**config.mk**
```make
export PLATFORM = sky130hd
export DESIGN_NAME = dual_cmp_timer
export DESIGN_NICKNAME = d
export VERILOG_FILES = /design/src/rtl/dct_pkg.sv /design/src/rtl/dct_sync_edge.sv /design/src/rtl/dct_regs.sv /design/src/rtl/dct_core.sv /design/src/rtl/dual_cmp_timer.sv
export SDC_FILE = /design/constraint.sdc
export NUM_CORES = 1
export LEC_CHECK = 0
export ABC_AREA = 1
export BUFFER_PORTS_ARGS = -buffer_cell sky130_fd_sc_hd__buf_4
export CAP_MARGIN = 40
export CORE_ASPECT_RATIO = 1.75
export CORE_MARGIN = 2
export CORE_UTILIZATION = 45
export CTS_BUF_LIST = sky130_fd_sc_hd__clkbuf_16
export DETAILED_ROUTE_END_ITERATION = 10
export HOLD_SLACK_MARGIN = 0.05
export SLEW_MARGIN = 20
export SYNTH_ARGS = -nofsm -noshare
export SYNTH_HDL_FRONTEND = slang
export SYNTH_SLANG_ARGS = --single-unit
```
**constraint.sdc**
```tcl
create_clock -name clk -period 2.4 [get_ports clk]
set_clock_uncertainty 0.2 [all_clocks]
set_input_delay 0.48 -clock clk [delete_from_list [all_inputs] [get_ports clk]]
set_output_delay 0.48 -clock clk [all_outputs]
set_load 0.05 [all_outputs]
```
**src/rtl/dct_pkg.sv**
```systemverilog
// Package: shared field layouts and address map of the dual-compare timer.
// Assumes registers are at least 4 bits wide.
package dct_pkg;

    localparam int unsigned ADDR_W = 3;

    localparam logic [ADDR_W-1:0] A_CTRL  = 3'd0;
    localparam logic [ADDR_W-1:0] A_CLKS  = 3'd1;
    localparam logic [ADDR_W-1:0] A_CMPA  = 3'd2;
    localparam logic [ADDR_W-1:0] A_CMPB  = 3'd3;
    localparam logic [ADDR_W-1:0] A_MASKA = 3'd4;
    localparam logic [ADDR_W-1:0] A_MASKB = 3'd5;

    // per-register match actions
    typedef struct packed {
        logic one_shot;
        logic toggle;
        logic irq;
        logic clear;
    } act_mask_t;

    // control settings
    typedef struct packed {
        logic in_irq_en;
        logic trig_mode;
        logic idle_lvl;
        logic run;
    } ctrl_t;

    // clock source settings
    typedef struct packed {
        logic fall_edge;
        logic ext_src;
    } clksel_t;

endpackage

```
**src/rtl/dct_sync_edge.sv**
```systemverilog
// Module: multi-stage synchroniser with rising/falling edge detect.
// Assumes din is asynchronous to clk; edges are one clk wide.
module dct_sync_edge #(
    parameter int unsigned STAGES = 2
) (
    input  logic clk,
    input  logic rst_n,
    input  logic din,
    output logic rise,
    output logic fall
);
    logic [STAGES:0] shr;

    genvar g;
    generate
        for (g = 0; g <= STAGES; g++) begin : g_stage
            // one flop of the synchroniser / history chain
            always_ff @(posedge clk) begin
                if (!rst_n) shr[g] <= 1'b0;
                else        shr[g] <= (g == 0) ? din : shr[(g == 0) ? 0 : g-1];
            end
        end
    endgenerate

    // edge decode on the last synchronised stage versus its history
    assign rise = shr[STAGES-1] & ~shr[STAGES];
    assign fall = ~shr[STAGES-1] & shr[STAGES];
endmodule

```
**src/rtl/dct_regs.sv**
```systemverilog
// Module: write-only settings store for the timer.
// Assumes one write per cycle; new values act from the next cycle.
module dct_regs
    import dct_pkg::*;
#(
    parameter int unsigned CNT_W = 8
) (
    input  logic                   clk,
    input  logic                   rst_n,
    input  logic                   wr_en,
    input  logic [ADDR_W-1:0]      wr_addr,
    input  logic [CNT_W-1:0]       wr_data,
    output ctrl_t                  ctrl,
    output clksel_t                clks,
    output logic [1:0][CNT_W-1:0]  cmp,
    output act_mask_t [1:0]        mask
);
    // capture writes into the addressed field
    always_ff @(posedge clk) begin
        if (!rst_n) begin
            ctrl <= '0;
            clks <= '0;
            cmp  <= '0;
            mask <= '0;
        end else if (wr_en) begin
            case (wr_addr)
                A_CTRL:  ctrl    <= ctrl_t'(wr_data[3:0]);
                A_CLKS:  clks    <= clksel_t'(wr_data[1:0]);
                A_CMPA:  cmp[0]  <= wr_data;
                A_CMPB:  cmp[1]  <= wr_data;
                A_MASKA: mask[0] <= act_mask_t'(wr_data[3:0]);
                A_MASKB: mask[1] <= act_mask_t'(wr_data[3:0]);
                default: ;
            endcase
        end
    end
endmodule

```
**src/rtl/dct_core.sv**
```systemverilog
// Module: counter, alternating compare selection, one-shot tracking,
// trigger gate and output flip-flop.
// Assumes tick and trig_edge are single-cycle pulses in the clk domain.
module dct_core
    import dct_pkg::*;
#(
    parameter int unsigned CNT_W = 8
) (
    input  logic                   clk,
    input  logic                   rst_n,
    input  logic                   tick,
    input  logic                   trig_edge,
    input  ctrl_t                  ctrl,
    input  logic [1:0][CNT_W-1:0]  cmp,
    input  act_mask_t [1:0]        mask,
    output logic                   out_ff,
    output logic                   tmr_irq,
    output logic [CNT_W-1:0]       cnt,
    output logic [1:0]             done,
    output logic                   trig_seen
);
    logic      sel;
    logic      esel;
    logic      active;
    logic      hit;
    act_mask_t am;

    // effective register: skip one that has already fired as one-shot
    always_comb begin
        esel   = done[sel] ? ~sel : sel;
        am     = mask[esel];
        active = ctrl.run & (~ctrl.trig_mode | trig_seen);
        hit    = active & tick & ~done[esel] & (cnt == cmp[esel]);
    end

    // counting, match actions and stop-time re-initialisation
    always_ff @(posedge clk) begin
        if (!rst_n) begin
            cnt       <= '0;
            sel       <= 1'b0;
            done      <= '0;
            trig_seen <= 1'b0;
            out_ff    <= 1'b0;
            tmr_irq   <= 1'b0;
        end else if (!ctrl.run) begin
            cnt       <= '0;
            sel       <= 1'b0;
            done      <= '0;
            trig_seen <= 1'b0;
            out_ff    <= ctrl.idle_lvl;
            tmr_irq   <= 1'b0;
        end else begin
            tmr_irq <= hit & am.irq;
            if (ctrl.trig_mode && !trig_seen && trig_edge) trig_seen <= 1'b1;
            if (active && tick) begin
                if (hit) begin
                    cnt         <= am.clear ? '0 : cnt + 1'b1;
                    sel         <= ~esel;
                    done[esel]  <= done[esel] | am.one_shot;
                    out_ff      <= out_ff ^ am.toggle;
                end else begin
                    cnt <= cnt + 1'b1;
                end
            end
        end
    end
endmodule

```
**src/rtl/dual_cmp_timer.sv**
```systemverilog
// Module: top of the dual-compare alternating timer.
// Assumes ext_clk and ext_in are asynchronous; all else is clk-synchronous.
module dual_cmp_timer
    import dct_pkg::*;
#(
    parameter int unsigned CNT_W       = 8,
    parameter int unsigned SYNC_STAGES = 2
) (
    input  logic              clk,
    input  logic              rst_n,
    input  logic              wr_en,
    input  logic [2:0]        wr_addr,
    input  logic [CNT_W-1:0]  wr_data,
    input  logic              ext_clk,
    input  logic              ext_in,
    output logic              out_ff,
    output logic              tmr_irq,
    output logic              ext_irq
);
    ctrl_t                 ctrl;
    clksel_t               clks;
    logic [1:0][CNT_W-1:0] cmp;
    act_mask_t [1:0]       mask;
    logic                  ck_rise, ck_fall;
    logic                  in_rise, in_fall;
    logic                  tick, in_edge;
    logic [CNT_W-1:0]      cnt;
    logic [1:0]            done;
    logic                  trig_seen;
    logic                  run_w, trig_w, idle_w;

    dct_regs #(.CNT_W(CNT_W)) u_regs (
        .clk(clk), .rst_n(rst_n), .wr_en(wr_en), .wr_addr(wr_addr),
        .wr_data(wr_data), .ctrl(ctrl), .clks(clks), .cmp(cmp), .mask(mask)
    );

    dct_sync_edge #(.STAGES(SYNC_STAGES)) u_sync_clk (
        .clk(clk), .rst_n(rst_n), .din(ext_clk), .rise(ck_rise), .fall(ck_fall)
    );

    dct_sync_edge #(.STAGES(SYNC_STAGES)) u_sync_in (
        .clk(clk), .rst_n(rst_n), .din(ext_in), .rise(in_rise), .fall(in_fall)
    );

    // count-enable source and active input edge selection
    always_comb begin
        tick    = clks.ext_src ? ck_rise : 1'b1;
        in_edge = clks.fall_edge ? in_fall : in_rise;
        run_w   = ctrl.run;
        trig_w  = ctrl.trig_mode;
        idle_w  = ctrl.idle_lvl;
    end

    dct_core #(.CNT_W(CNT_W)) u_core (
        .clk(clk), .rst_n(rst_n), .tick(tick), .trig_edge(in_edge),
        .ctrl(ctrl), .cmp(cmp), .mask(mask), .out_ff(out_ff),
        .tmr_irq(tmr_irq), .cnt(cnt), .done(done), .trig_seen(trig_seen)
    );

    // input-edge interrupt, only while stopped
    always_ff @(posedge clk) begin
        if (!rst_n) ext_irq <= 1'b0;
        else        ext_irq <= in_edge & ~ctrl.run & ctrl.in_irq_en;
    end

    logic unused_fall;
    assign unused_fall = ck_fall;
endmodule

```
==> flow_summary_export.csv, run 1 <==
group,metric,value,unit
run_status,status,"finished, final reports clean",
drt,wirelength,6290,um
power_and_ir_drop,cellPowerDensity,608,mW/mm^2
clocking,h-tree-depth,2,
synthesis,ys_seq_area_share,40.9,%
clocking,cts-root-buf,"clkbuf_16",
clocking,postCtsSetupBuffers,0,
finish,syn_to_final_growth,13.5,%
finish,drive_gt1_share,13.0,%
global_routing,grtUsageTotal,23.2,%
clocking,cts_hold_buf,0,
setup_path,cp.arrival,2.13,ns
global_routing,grt_pass1_wl,10400,um
sta,min_period,2.14,ns
synthesis,avgSynthCellArea,7.00,sq um
drt,drtIter0Drc,109,
setup_path,end_kind,"flop",
finish,nets,392,
setup_path,startpoint_type,"flop",
die,die_y,102,um
setup_path,cpLargestDelayFamily,"simple AND/OR/NAND/NOR gates",
sta,final-setup-viol-count,0,
setup_path,slowest_stage,"dfxtp_1",
sta,rsz0062_at_grt,"no",
drt,final_antenna_net_count,0,
global_routing,first_global_vias,2201,
sta,tightestPinTransition,0.446,ns
die,ioPinCount,19,
die,start_util,47.1,%
synthesis,yosysWarningCount,0,
finish,fillCellCount,546,
drt,via_count,2264,
synthesis,ys_types,29,
sta,fin_tns_setup,0,ns
global_routing,antenna_found_initial,0,
drt,wl_per_cell,14.0,um
synthesis,syn_inst,356,
power_and_ir_drop,power_leakage,1.26,nW
setup_path,cpMostUsedCell,"nand2_1",
power_and_ir_drop,ir_worst_vdd,419,uV
setup_path,path_buf_inv,0,
setup_path,critical_path_class,"reg2reg",
clocking,cts.path.max_buffers,2,
sta,hold_ws,0.162,ns
placement,portBuffers,18,
setup_path,worstPathRequired,2.39,ns
placement,place_congestion,0.985,
die,num_rows,35,
drt,via_per_inst,5.03,
drt,dr.pass1.iters,4,
finish,final_cell_mix,"nand2_1 (62), inv_1 (57), nor2_1 (57), dfxtp_1 (51), o21ai_0 (34)",
clocking,cts-resized-gates,0,
placement,dp_hpwl,4870,um
setup_path,crit_chain,"nand2_2, nand2_4, nand2_1, nand3_1, nand2_1, nor2_2, nand3_4, nor2_8, nand3_1, nand2_1, nor2_1",
clocking,cts.sinks,51,
synthesis,syn-num-nets,373,
sta,max_freq,468,MHz
setup_path,cp_max_fo,19,
drt,drc,0,
finish,n_antenna_cell,0,
clocking,cts_buffers,5,
die,die_area,0.00618,sq mm
die,core_area,0.00530,sq mm
synthesis,synth_area_leaders,"dfxtp_1 (41%), nand2_1 (9.3%), inv_1 (8.6%)",
global_routing,grt_max_degree,40,
clocking,cts_tree,"yes",
min_path,holdCritPathClass,"in2reg",
die,chipWidth,60.3,um
flow_run,cap_violations,0,
clocking,clkTransAtPathRegs,0.07,ns
synthesis,synth_area_leader_cell,"dfxtp_1",
sta,slew_headroom,70.2,%
sta,hold_viol,0,
setup_path,slowest_delay,0.43,ns
sta,fin_crit_sh,89.0,%
finish,mostFrequentLayoutCell,"nand2_1",
synthesis,syn-cell-area,0.00249,sq mm
clocking,clock_latency,0.29,ns
synthesis,synth-seq-cells,51,
sta,drv_slew,0,
global_routing,grt_remaining_overflow,0,
synthesis,yosysTopAreaCellShare,40.9,%
## report_power, final
group / switching, mW / total [mW] / internal (mW)
clock: 0.322 / 0.707 / 0.385
combinational: 0.0834 / 0.133 / 0.0499
sequential: 0.0124 / 0.881 / 0.868
## cell type report
cell class / count / area [sq um] / share of cell area (%)
Sequential cell: 51 / 1020 / 36.1
Inverter: 58 / 218 / 7.69
Multi-Input combinational cell: 240 / 1210 / 42.8
Clock inverter: 3 / 20.0 / 0.707
Timing Repair Buffer: 19 / 143 / 5.04
Tap cell: 74 / 92.6 / 3.27
Clock buffer: 5 / 125 / 4.42
## final timing paths
kind                                                      to                   startpoint  slack [ns]  cells after the start
worst max-delay path             u_core.done[1]$_SDFFE_PN0P_      u_core.sel$_SDFFE_PN0P_        0.26                     11
worst min-delay path            u_sync_clk.shr[0]$_SDFF_PN0_                      ext_clk        0.16                      3
worst max register to register   u_core.done[1]$_SDFFE_PN0P_      u_core.sel$_SDFFE_PN0P_        0.26                     11
worst min register to register   u_sync_in.shr[1]$_SDFF_PN0_  u_sync_in.shr[0]$_SDFF_PN0_        0.22                      2
## worst min-delay path: cells and delay by family
| family | cells | cell delay [ns] |
|---|---|---|
| and+or+nand+nor | 1 | 0.04 |
| buffers and inverters | 2 | 0.11 |
## stage by stage
stage / instances / cell area [sq um] / setup slack, ns / utilization, % / total power [mW]
finish: 450 / 2830 / 0.264 / 53.4 / 1.72
floorplan: 356 / 2490 / 0.654 / - / 0.982
global placement: 442 / 2690 / 0.309 / 50.7 / 1.03
detailed placement: 442 / 2690 / 0.306 / 50.7 / 1.03
CTS: 450 / 2830 / 0.289 / 53.4 / 1.74
global route: 450 / 2830 / 0.111 / 53.4 / 1.79
## flip-flops by register name, summed over array words and instances (netlist names)
signal and cells:
u_core.cnt 8, u_regs.clks 2, u_regs.ctrl 4, u_core.trig_seen 1
u_core.sel 1, ext_irq 1, u_regs.mask 8, u_core.done 2
u_core.out_ff 1, u_regs.cmp 16, u_sync_clk.shr 3, u_sync_in.shr 3
u_core.tmr_irq 1
## synth_stat cells, drive strengths merged
master	number
a21oi	21
or2	1
nand3	31
o21bai	1
o21ai	35
o211ai	1
nor3	5
xor2	6
ha	1
nand4	1
buf	1
nand2	72
nor2	61
nand3b	2
inv	58
dfxtp	51
nor3b	1
a21o	1
clkbuf	6
## metal layers
| metal | share of wire (%) | vias up | wire length [um] | global-route usage, % |
|---|---|---|---|---|
| met2 | 56 | 50 | 3520 | 44.2 |
| met5 | 0 | - | 0 | 0 |
| met4 | 3.8 | 0 | 238 | 10.6 |
| met1 | 37 | 1041 | 2340 | 22.8 |
| li1 | - | 1153 | - | - |
| met3 | 3.2 | 20 | 200 | 4.43 |
## cell families (layout without fill, tap and decap cells)
kind of cell	count (synthesis)	count (layout)	synth area share, %
AND/OR/NAND/NOR	174	174	33.7
buffers and inverters	65	85	10.4
AO/OA/AOI/OAI	59	59	12.3
flip-flops	51	51	40.9
XOR/XNOR	6	6	2.11
adder cells (fa/ha/maj)	1	1	0.502
Note: power is estimated with default switching activity, not from simulation.
==> run 2: changes to the inputs <==
==> constraint.sdc (replaced) <==
create_clock -name clk -period 2.6 [get_ports clk]
set_clock_uncertainty 0.2 [all_clocks]
set_input_delay 0.52 -clock clk [delete_from_list [all_inputs] [get_ports clk]]
set_output_delay 0.52 -clock clk [all_outputs]
set_load 0.05 [all_outputs]
==> flow_summary_export.csv, run 2 (synthesis results as in run 1) <==
group,metric,value,unit
sta,final-setup-viol-count,0,
setup_path,end_kind,"flop",
placement,dp_hpwl,4580,um
setup_path,cp.arrival,2.07,ns
setup_path,r2r_slack,0.52,ns
sta,fin_tns_setup,0,ns
die,chipWidth,60.3,um
power_and_ir_drop,cellPowerDensity,564,mW/mm^2
sta,hold_viol,0,
drt,drc,0,
sta,setup_ws,0.517,ns
sta,drv_slew,0,
run_status,status,"finished, final reports clean",
sta,fin_crit_sh,80.1,%
clocking,clkTransAtPathRegs,0.07,ns
sta,rsz0062_at_grt,"no",
placement,pre_cts_ws,0.511,ns
clocking,cts-resized-gates,0,
drt,dr.pass1.iters,4,
finish,drive_gt1_share,13.1,%
global_routing,grt_remaining_overflow,0,
die,ioPinCount,19,
clocking,cts_hold_buf,0,
placement,place_congestion,0.879,
power_and_ir_drop,ir_worst_vdd,405,uV
die,core_area,0.00530,sq mm
clocking,h-tree-depth,2,
die,start_util,47.1,%
finish,n_antenna_cell,0,
clocking,cts.path.max_buffers,2,
power_and_ir_drop,power_leakage,1.26,nW
sta,tightestPinTransition,0.416,ns
setup_path,cp_max_fo,5,
drt,drtIter0Drc,79,
sta,slew_headroom,72.3,%
finish,syn_to_final_growth,13.2,%
drt,final_antenna_net_count,0,
clocking,postCtsSetupBuffers,0,
global_routing,grt_pass1_wl,9720,um
clocking,cts_buffers,5,
drt,via_per_inst,4.90,
clocking,cts-root-buf,"clkbuf_16",
setup_path,r2r_cells,10,
flow_run,cap_violations,0,
global_routing,grt_max_degree,40,
finish,top_register,"u_regs.cmp",
global_routing,antenna_found_initial,0,
placement,portBuffers,18,
placement,placed_area,0.00268,sq mm
finish,final_cell_mix,"nand2_1 (62), inv_1 (57), nor2_1 (57), dfxtp_1 (51), o21ai_0 (34)",
clocking,cts_tree,"yes",
sta,max_freq,480,MHz
die,die_area,0.00618,sq mm
finish,reg_top3,"u_regs.cmp x16, u_core.cnt x8, u_regs.mask x8",
drt,wl_per_cell,13.1,um
setup_path,cp-startpoint,"u_regs.ctrl[0]$_SDFFE_PN0P_",
clocking,cts.sinks,51,
die,die_y,102,um
sta,hold_ws,0.205,ns
finish,mostFrequentLayoutCell,"nand2_1",
finish,nets,391,
drt,wirelength,5860,um
global_routing,grtUsageTotal,21.7,%
min_path,holdCritPathClass,"in2reg",
setup_path,worstPathRequired,2.59,ns
setup_path,rr_endpoint,"u_core.cnt[6]$_SDFFE_PN0P_",
setup_path,critical_path_class,"reg2reg",
setup_path,cp-endpoint,"u_core.cnt[6]$_SDFFE_PN0P_",
global_routing,first_global_vias,2084,
drt,via_count,2201,
setup_path,startpoint_type,"flop",
setup_path,r2r-start,"u_regs.ctrl[0]$_SDFFE_PN0P_",
finish,design_area,0.00282,sq mm
die,num_rows,35,
clocking,clock_latency,0.29,ns
finish,largest_register_ffs,16,
sta,min_period,2.08,ns
run 2: per-stage QoR:
stage               utilization [%]  total power, mW  cells
floorplan                         -            0.907    356
finish                         53.3             1.59    449
global route                   53.3             1.65    449
global placement               50.6            0.951    441
CTS                            53.3             1.60    449
detailed placement             50.6            0.953    441
run 2: worst min path at each step:
stage                            startpoint                           end  slack, ns  depth (start not counted)
3_5_place_dp   u_sync_clk.shr[0]$_SDFF_PN0_  u_sync_clk.shr[1]$_SDFF_PN0_       0.20                          2
4_1_cts                              ext_in   u_sync_in.shr[0]$_SDFF_PN0_       0.21                          3
6_report                            ext_clk  u_sync_clk.shr[0]$_SDFF_PN0_       0.21                          3
2_1_floorplan  u_sync_clk.shr[0]$_SDFF_PN0_  u_sync_clk.shr[1]$_SDFF_PN0_       0.19                          2
5_1_grt                              ext_in   u_sync_in.shr[0]$_SDFF_PN0_       0.21                          3
3_3_place_gp   u_sync_clk.shr[0]$_SDFF_PN0_  u_sync_clk.shr[1]$_SDFF_PN0_       0.20                          2
run 2: final cells by class:
cell class                      count  area, sq um
Tap cell                           74         92.6
Inverter                           58          218
Clock buffer                        5          125
Sequential cell                    51         1020
Fill cell                         557         2480
Multi-Input combinational cell    240         1210
Timing Repair Buffer               18          135
Clock inverter                      3         18.8
run 2: layer usage:
metal / up-vias / share of wire, % / GRT usage, %
met5: - / 0 / 0
met2: 31 / 56 / 42.1
met3: 12 / 2.4 / 3.04
met1: 1006 / 39 / 21.7
li1: 1152 / - / -
met4: 0 / 2.7 / 9.57
run 2: report_power, final:
group          leakage, nW  internal [mW]  switching, mW
sequential           0.414          0.801         0.0111
combinational        0.770         0.0456         0.0754
clock               0.0740          0.357          0.302
run 2: worst max-delay path, stage by stage (launching register included):
cell and delay, ns:
dfxtp_1 0.36, inv_1 0.10, a21oi_1 0.18, nand2_1 0.22, inv_1 0.16, nand2_1 0.08
nor2_1 0.12, nand2_1 0.12, nor3_1 0.22, xor2_1 0.17, nor2_1 0.05
